## src/rtl/dual_timer_split.sv

```systemverilog
module dual_timer_split (
  input  logic       clk,
  input  logic       rst_n,
  input  logic       sys_tick,
  input  logic       pre_tick,
  input  logic       t0_ext,
  input  logic       t1_ext,
  input  logic       int0_pin,
  input  logic       int1_pin,
  input  logic       wr_en,
  input  logic [2:0] addr,
  input  logic [7:0] wr_data,
  output logic [7:0] rd_data,
  output logic       flag0,
  output logic       flag1,
  output logic       t1_ovf
);
  localparam logic [2:0] A_CTRL = 3'd0, A_MODE = 3'd1, A_CFG = 3'd2,
                         A_LO0 = 3'd3, A_HI0 = 3'd4, A_LO1 = 3'd5, A_HI1 = 3'd6;

  logic [7:0] mode, lo0, hi0, lo1, hi1;
  logic [4:0] cfg;
  logic       run0, run1;
  logic [2:0] s_e0, s_e1;
  logic [1:0] s_i0, s_i1;

  // returns {overflow, next_hi, next_lo}
  function automatic logic [16:0] step(input logic [1:0] m, input logic [7:0] lo, input logic [7:0] hi);
    logic [13:0] c13;
    logic [16:0] c16;
    case (m)
      2'd0: begin
        c13 = {1'b0, hi, lo[4:0]} + 14'd1;
        return {c13[13], c13[12:5], lo[7:5], c13[4:0]};
      end
      2'd1: begin
        c16 = {1'b0, hi, lo} + 17'd1;
        return c16;
      end
      2'd2: return (lo == 8'hFF) ? {1'b1, hi, hi} : {1'b0, hi, lo + 8'd1};
      default: return {lo == 8'hFF, hi, lo + 8'd1};
    endcase
  endfunction

  wire split  = mode[1:0] == 2'd3;
  wire fall0  = s_e0[2] & ~s_e0[1];
  wire fall1  = s_e1[2] & ~s_e1[1];

  wire gate0  = ~mode[3] | (s_i0[1] ^ cfg[3]);
  wire gate1  = ~mode[7] | (s_i1[1] ^ cfg[4]);
  wire base0  = cfg[0] ? pre_tick : sys_tick;
  wire base1  = cfg[1] ? pre_tick : sys_tick;
  wire baseh  = cfg[2] ? pre_tick : sys_tick;

  wire en0    = run0 & gate0 & (mode[2] ? fall0 : base0);
  wire tick1  = (mode[6] & ~split) ? fall1 : base1;
  wire go1    = split ? 1'b1 : (run1 & gate1);
  wire en1    = go1 & tick1 & (mode[5:4] != 2'd3);
  wire enh    = split & run1 & baseh;

  wire [16:0] nx0 = step(mode[1:0], lo0, hi0);
  wire [16:0] nx1 = step(mode[5:4], lo1, hi1);

  wire ev0    = en0 & nx0[16];
  wire ev1    = en1 & nx1[16];
  wire evh    = enh & (hi0 == 8'hFF);

  wire wr_ctl = wr_en & (addr == A_CTRL);

  always_ff @(posedge clk) begin
    if (!rst_n) begin
      s_e0 <= '0; s_e1 <= '0; s_i0 <= '0; s_i1 <= '0;
    end else begin
      s_e0 <= {s_e0[1:0], t0_ext};
      s_e1 <= {s_e1[1:0], t1_ext};
      s_i0 <= {s_i0[0], int0_pin};
      s_i1 <= {s_i1[0], int1_pin};
    end
  end

  always_ff @(posedge clk) begin
    if (!rst_n) begin
      mode <= '0; cfg <= '0; run0 <= 1'b0; run1 <= 1'b0;
      flag0 <= 1'b0; flag1 <= 1'b0; t1_ovf <= 1'b0;
      lo0 <= '0; hi0 <= '0; lo1 <= '0; hi1 <= '0;
    end else begin
      t1_ovf <= ev1;
      flag0  <= ev0 | (wr_ctl ? wr_data[1] : flag0);
      flag1  <= (split ? evh : ev1) | (wr_ctl ? wr_data[3] : flag1);
      if (wr_ctl) begin
        run0 <= wr_data[0];
        run1 <= wr_data[2];
      end
      if (wr_en && addr == A_MODE) mode <= wr_data;
      if (wr_en && addr == A_CFG)  cfg  <= wr_data[4:0];

      if (wr_en && addr == A_LO0)  lo0 <= wr_data;
      else if (en0)                lo0 <= nx0[7:0];

      if (wr_en && addr == A_HI0)  hi0 <= wr_data;
      else if (enh)                hi0 <= hi0 + 8'd1;
      else if (en0 && !split)      hi0 <= nx0[15:8];

      if (wr_en && addr == A_LO1)  lo1 <= wr_data;
      else if (en1)                lo1 <= nx1[7:0];

      if (wr_en && addr == A_HI1)  hi1 <= wr_data;
      else if (en1)                hi1 <= nx1[15:8];
    end
  end

  always_comb begin
    case (addr)
      A_CTRL:  rd_data = {4'b0, flag1, run1, flag0, run0};
      A_MODE:  rd_data = mode;
      A_CFG:   rd_data = {3'b0, cfg};
      A_LO0:   rd_data = lo0;
      A_HI0:   rd_data = hi0;
      A_LO1:   rd_data = lo1;
      A_HI1:   rd_data = hi1;
      default: rd_data = 8'h00;
    endcase
  end
endmodule


```

## config.mk

```make
export PLATFORM = sky130hd
export DESIGN_NAME = dual_timer_split
export DESIGN_NICKNAME = d
export VERILOG_FILES = /design/src/rtl/dual_timer_split.sv
export SDC_FILE = /design/constraint.sdc
export NUM_CORES = 1
export LEC_CHECK = 0
export BUFFER_PORTS_ARGS = -buffer_cell sky130_fd_sc_hd__buf_2
export CORE_MARGIN = 3
export CORE_UTILIZATION = 30
export DETAILED_ROUTE_END_ITERATION = 6
export SYNTH_ARGS = -nofsm -noshare
export SYNTH_HDL_FRONTEND = slang
export SYNTH_SLANG_ARGS = --single-unit
```

## constraint.sdc

```tcl
create_clock -name clk -period 1.9 [get_ports clk]
set_input_delay 0.19 -clock clk [delete_from_list [all_inputs] [get_ports clk]]
set_output_delay 0.19 -clock clk [all_outputs]
set_load 0.005 [all_outputs]
```

==> summary.md <==
| Metric | Value |
|---|---|
| Num CTS Buffers | `9` |
| Setup CP Type | `reg -> out` |
| Leading post-synthesis cells by cell area | `dfxtp_1, mux2i_1, nor2_1, a21oi_1, nand2_1` |
| Remaining Overflow, GRT | `0` |
| Final hold violations | `0` |
| Max-slew violation count | `0` |
| Cells on Worst Hold Path | `2` |
| Post-synthesis xor/xnor area fraction | `0.05530` |
| Compound-Gate Fraction of Synth Area | `0.2510` |
| Fmax | `527.9 MHz` |
| Pwr Total | `3.394 mW` |
| Hold crit path type | `in -> reg` |
| Sink Count | `60` |
| Mux contribution to synthesized area | `0.09572` |
| Die Ht | `123.2 um` |
| Worst path required time | `1.71 ns` |
| Vias in the first global route | `3955` |
| Post-route cell area | `5135 um2` |
| Die Area | `15170 um2` |
| Fillers | `1393` |
| Endpoint of the worst hold path | `s_e0[0]` |
| Pwr/cell area | `661.0 nW/um2` |
| Endpoints failing setup | `0` |
| Detailed Routing Iterations Pass 1 | `6` |
| Total negative slack | `0 ns` |
| CTS tree | `done` |
| Cell at the root of the clock tree | `clkbuf_16` |
| Nature of the critical path endpoint | `primary output` |
| Final wirelength | `14.39 mm` |
| Number of synthesized register bits | `60` |
| Final net count | `591` |
| GPL Wtd Cong | `0.9150` |
| Core area | `13350 um2` |
| Adder-Cell Fraction of Synth Area | `0.009116` |
| Largest net degree at the start of global routing | `24` |
| Worst clock skew | `0.009323 ns` |
| Fraction of layout cells with a size suffix above 1 | `0.2792` |
| Max Cap Viol | `0` |
| Dpl hpwl | `10.52 mm` |
| Pleak | `1.802 nW` |
| Hold path start | `t0_ext` |
| Net Count, Synth | `529` |
| CP startpoint kind | `register` |
| Worst r2r src | `lo0[2]` |
| Initial core utilization | `0.3085` |
| Wire per inst | `19.21 um` |
| Final period utilization | `0.9969` |
| Gate count of the mapped netlist | `506` |
| Post-Synth Simple-Gate Area | `0.2534` |
| Post-synth EDFFs | `0` |
| FF-to-FF End | `lo0[5]` |
| Final ANT Viol Nets | `0` |
| Post-synthesis sequential area ratio | `0.2917` |
| Placed cell areas | `4740 um2` |
| Most used DFF post-synth | `dfxtp_1` |
| Clk buf depth | `2` |
| Clk slew on worst S/H paths | `0.06 ns` |
| Die W | `123.2 um` |
| Worst-Margin Slew | `0.5484 ns` |
| VDD IR-drop max | `0.4448 mV` |
| Slew HR | `0.6334` |
| Status | `finished clean` |
| Area Overhead vs Synth | `24.70%` |
| # DRC | `0` |
| Clk_lat worst skew | `0.35 ns` |
| GRT Total Usage | `0.1935` |
| FP Rows | `42` |
| Async S/R FF share, synth | `0` |
| Initial drt markers | `598` |
| Synthesis warning total | `0` |
| R2r setup slk | `0.05 ns` |
| Fin crit period | `1.894 ns` |
| Synth Area per Inst | `8.138 um2` |
| Vias/cell | `5.708` |
| Library cells used by synthesis | `77` |
| Depth of the most critical reg-to-reg path | `6` |
| Ports | `31` |
| Initial antenna violation count | `0` |
| Largest family of logic cells by synthesized area | `simple AND/OR/NAND/NOR gates` |
| H-tree levels | `3` |
| Netlist Area Pre-Place | `4118 um2` |
| CP arrival | `1.70 ns` |
| Vias | `4275` |
| Antenna diodes | `0` |
| RSZ-0062 raised after global routing | `yes` |
| Post-synth top area share | `0.2917` |
| Critical-path maximum fanout | `10` |
| Cell taking the most area after synthesis | `dfxtp_1` |
| I/O Buffers | `30` |
| CP Launch Point | `hi0[0]` |
| Fin util | `0.3847` |
| First-pass GRT wire length | `22.33 mm` |
[per-layer routing]
layer  share of wire  track usage  vias up
met5               0            0        -
met4           0.038      0.08997        0
met3           0.083      0.03294       44
met2            0.46       0.3011      194
met1            0.42       0.2611     2047
li1                -            -     1990
[registers in the layout, summed over array words and instances (netlist names)]
register	cells
cfg	5
flag0	1
flag1	1
hi0	8
hi1	8
lo0	8
lo1	8
mode	8
run0	1
run1	1
s_e0	3
s_e1	3
s_i0	2
s_i1	2
t1_ovf	1
[cell type report]
class                      instances  area (um2)  area share
multi-input combinational        404        2803      0.5458
sequential                        60        1211      0.2359
timing repair buffer              84       563.0      0.1096
clock buffer                       9       225.2     0.04386
tap                              176       220.2     0.04288
clock inverter                     7       75.07     0.01462
inverter                           9       37.54    0.007310
[what timing repair did]
| item | in CTS | in global routing |
|---|---|---|
| setup endpoints to repair | 2 | 15 |
| endpoints found under the hold margin | 0 | 0 |
| pin swaps | 0 | 2 |
| hold buffers | 0 | 0 |
| buffers inserted | 2 | 0 |
| resized for setup | 4 | 23 |
[layout by cell type (no fill, tap or decap), types with 5 or more instances in the layout]
cell type / count
dfxtp_1: 54
buf_4: 52
nor2_1: 48
nand2_1: 48
a21oi_1: 37
o21ai_0: 30
buf_2: 30
mux2i_1: 27
nand3_1: 21
xnor2_1: 17
a31oi_1: 11
and2_1: 11
nor3_1: 11
xor2_1: 9
clkbuf_16: 9
a211oi_1: 8
a221oi_1: 7
inv_1: 6
o211ai_1: 6
nor3_2: 6
o21ai_1: 5
dfxtp_2: 5
[worst max-delay path, stage by stage (launching register included)]
cell     delay [ns]
dfxtp_1        0.32
buf_4          0.17
mux4_2         0.44
mux2_2         0.29
buf_2          0.14
[logic make-up after synthesis]
group / count (synthesis)
flip-flops: 60
AO/OA/AOI/OAI: 148
adder cells (fa/ha/maj): 3
AND/OR/NAND/NOR: 191
multiplexers: 36
XOR/XNOR: 26
buffers and inverters: 42
[through the flow]
stage	instances	hold slack, ns	setup WS, ns
final	749	0.04705	0.005854
after global routing	749	0.05980	-0.03188
after CTS	750	0.03621	0.005813
after detailed placement	732	0.3927	0.02497
after global placement	732	0.3945	0.08459
after floorplan	506	0.3117	0.04513
[cells in the mapped netlist, types with 4 or more instances]
master    count
clkbuf_1     19
nor3_2        6
a211oi_1      8
a21oi_1      37
nor3_1       11
mux2i_1      27
nor2_1       50
a31oi_1      11
o211ai_1      6
a221oi_1      8
xor2_1        9
nand3_1      23
mux2_2        5
xnor2_1      17
o21ai_1       4
inv_1         6
o21ai_0      31
and2_1       11
nand4_1       4
dfxtp_1      60
buf_2         8
o31ai_1       4
nand2_1      49
nor2b_1       4
[power by group]
group	internal, mW	switching [mW]
clock network	1.02	0.662
logic	0.144	0.224
registers	1.30	0.0446
total	2.46	0.931
[how the worst max path moves through the flow]
| stage | endpoint | slack, ns | depth (start not counted) |
|---|---|---|---|
| after CTS | rd_data[2] | 0.006 | 4 |
| after detailed placement | lo0[5] | 0.02 | 6 |
| after global routing | rd_data[0] | -0.03 | 4 |
| after floorplan | lo0[5] | 0.05 | 6 |
| after global placement | lo0[5] | 0.08 | 6 |
| final | rd_data[0] | 0.006 | 4 |
Power figures use the tool's default switching activity.
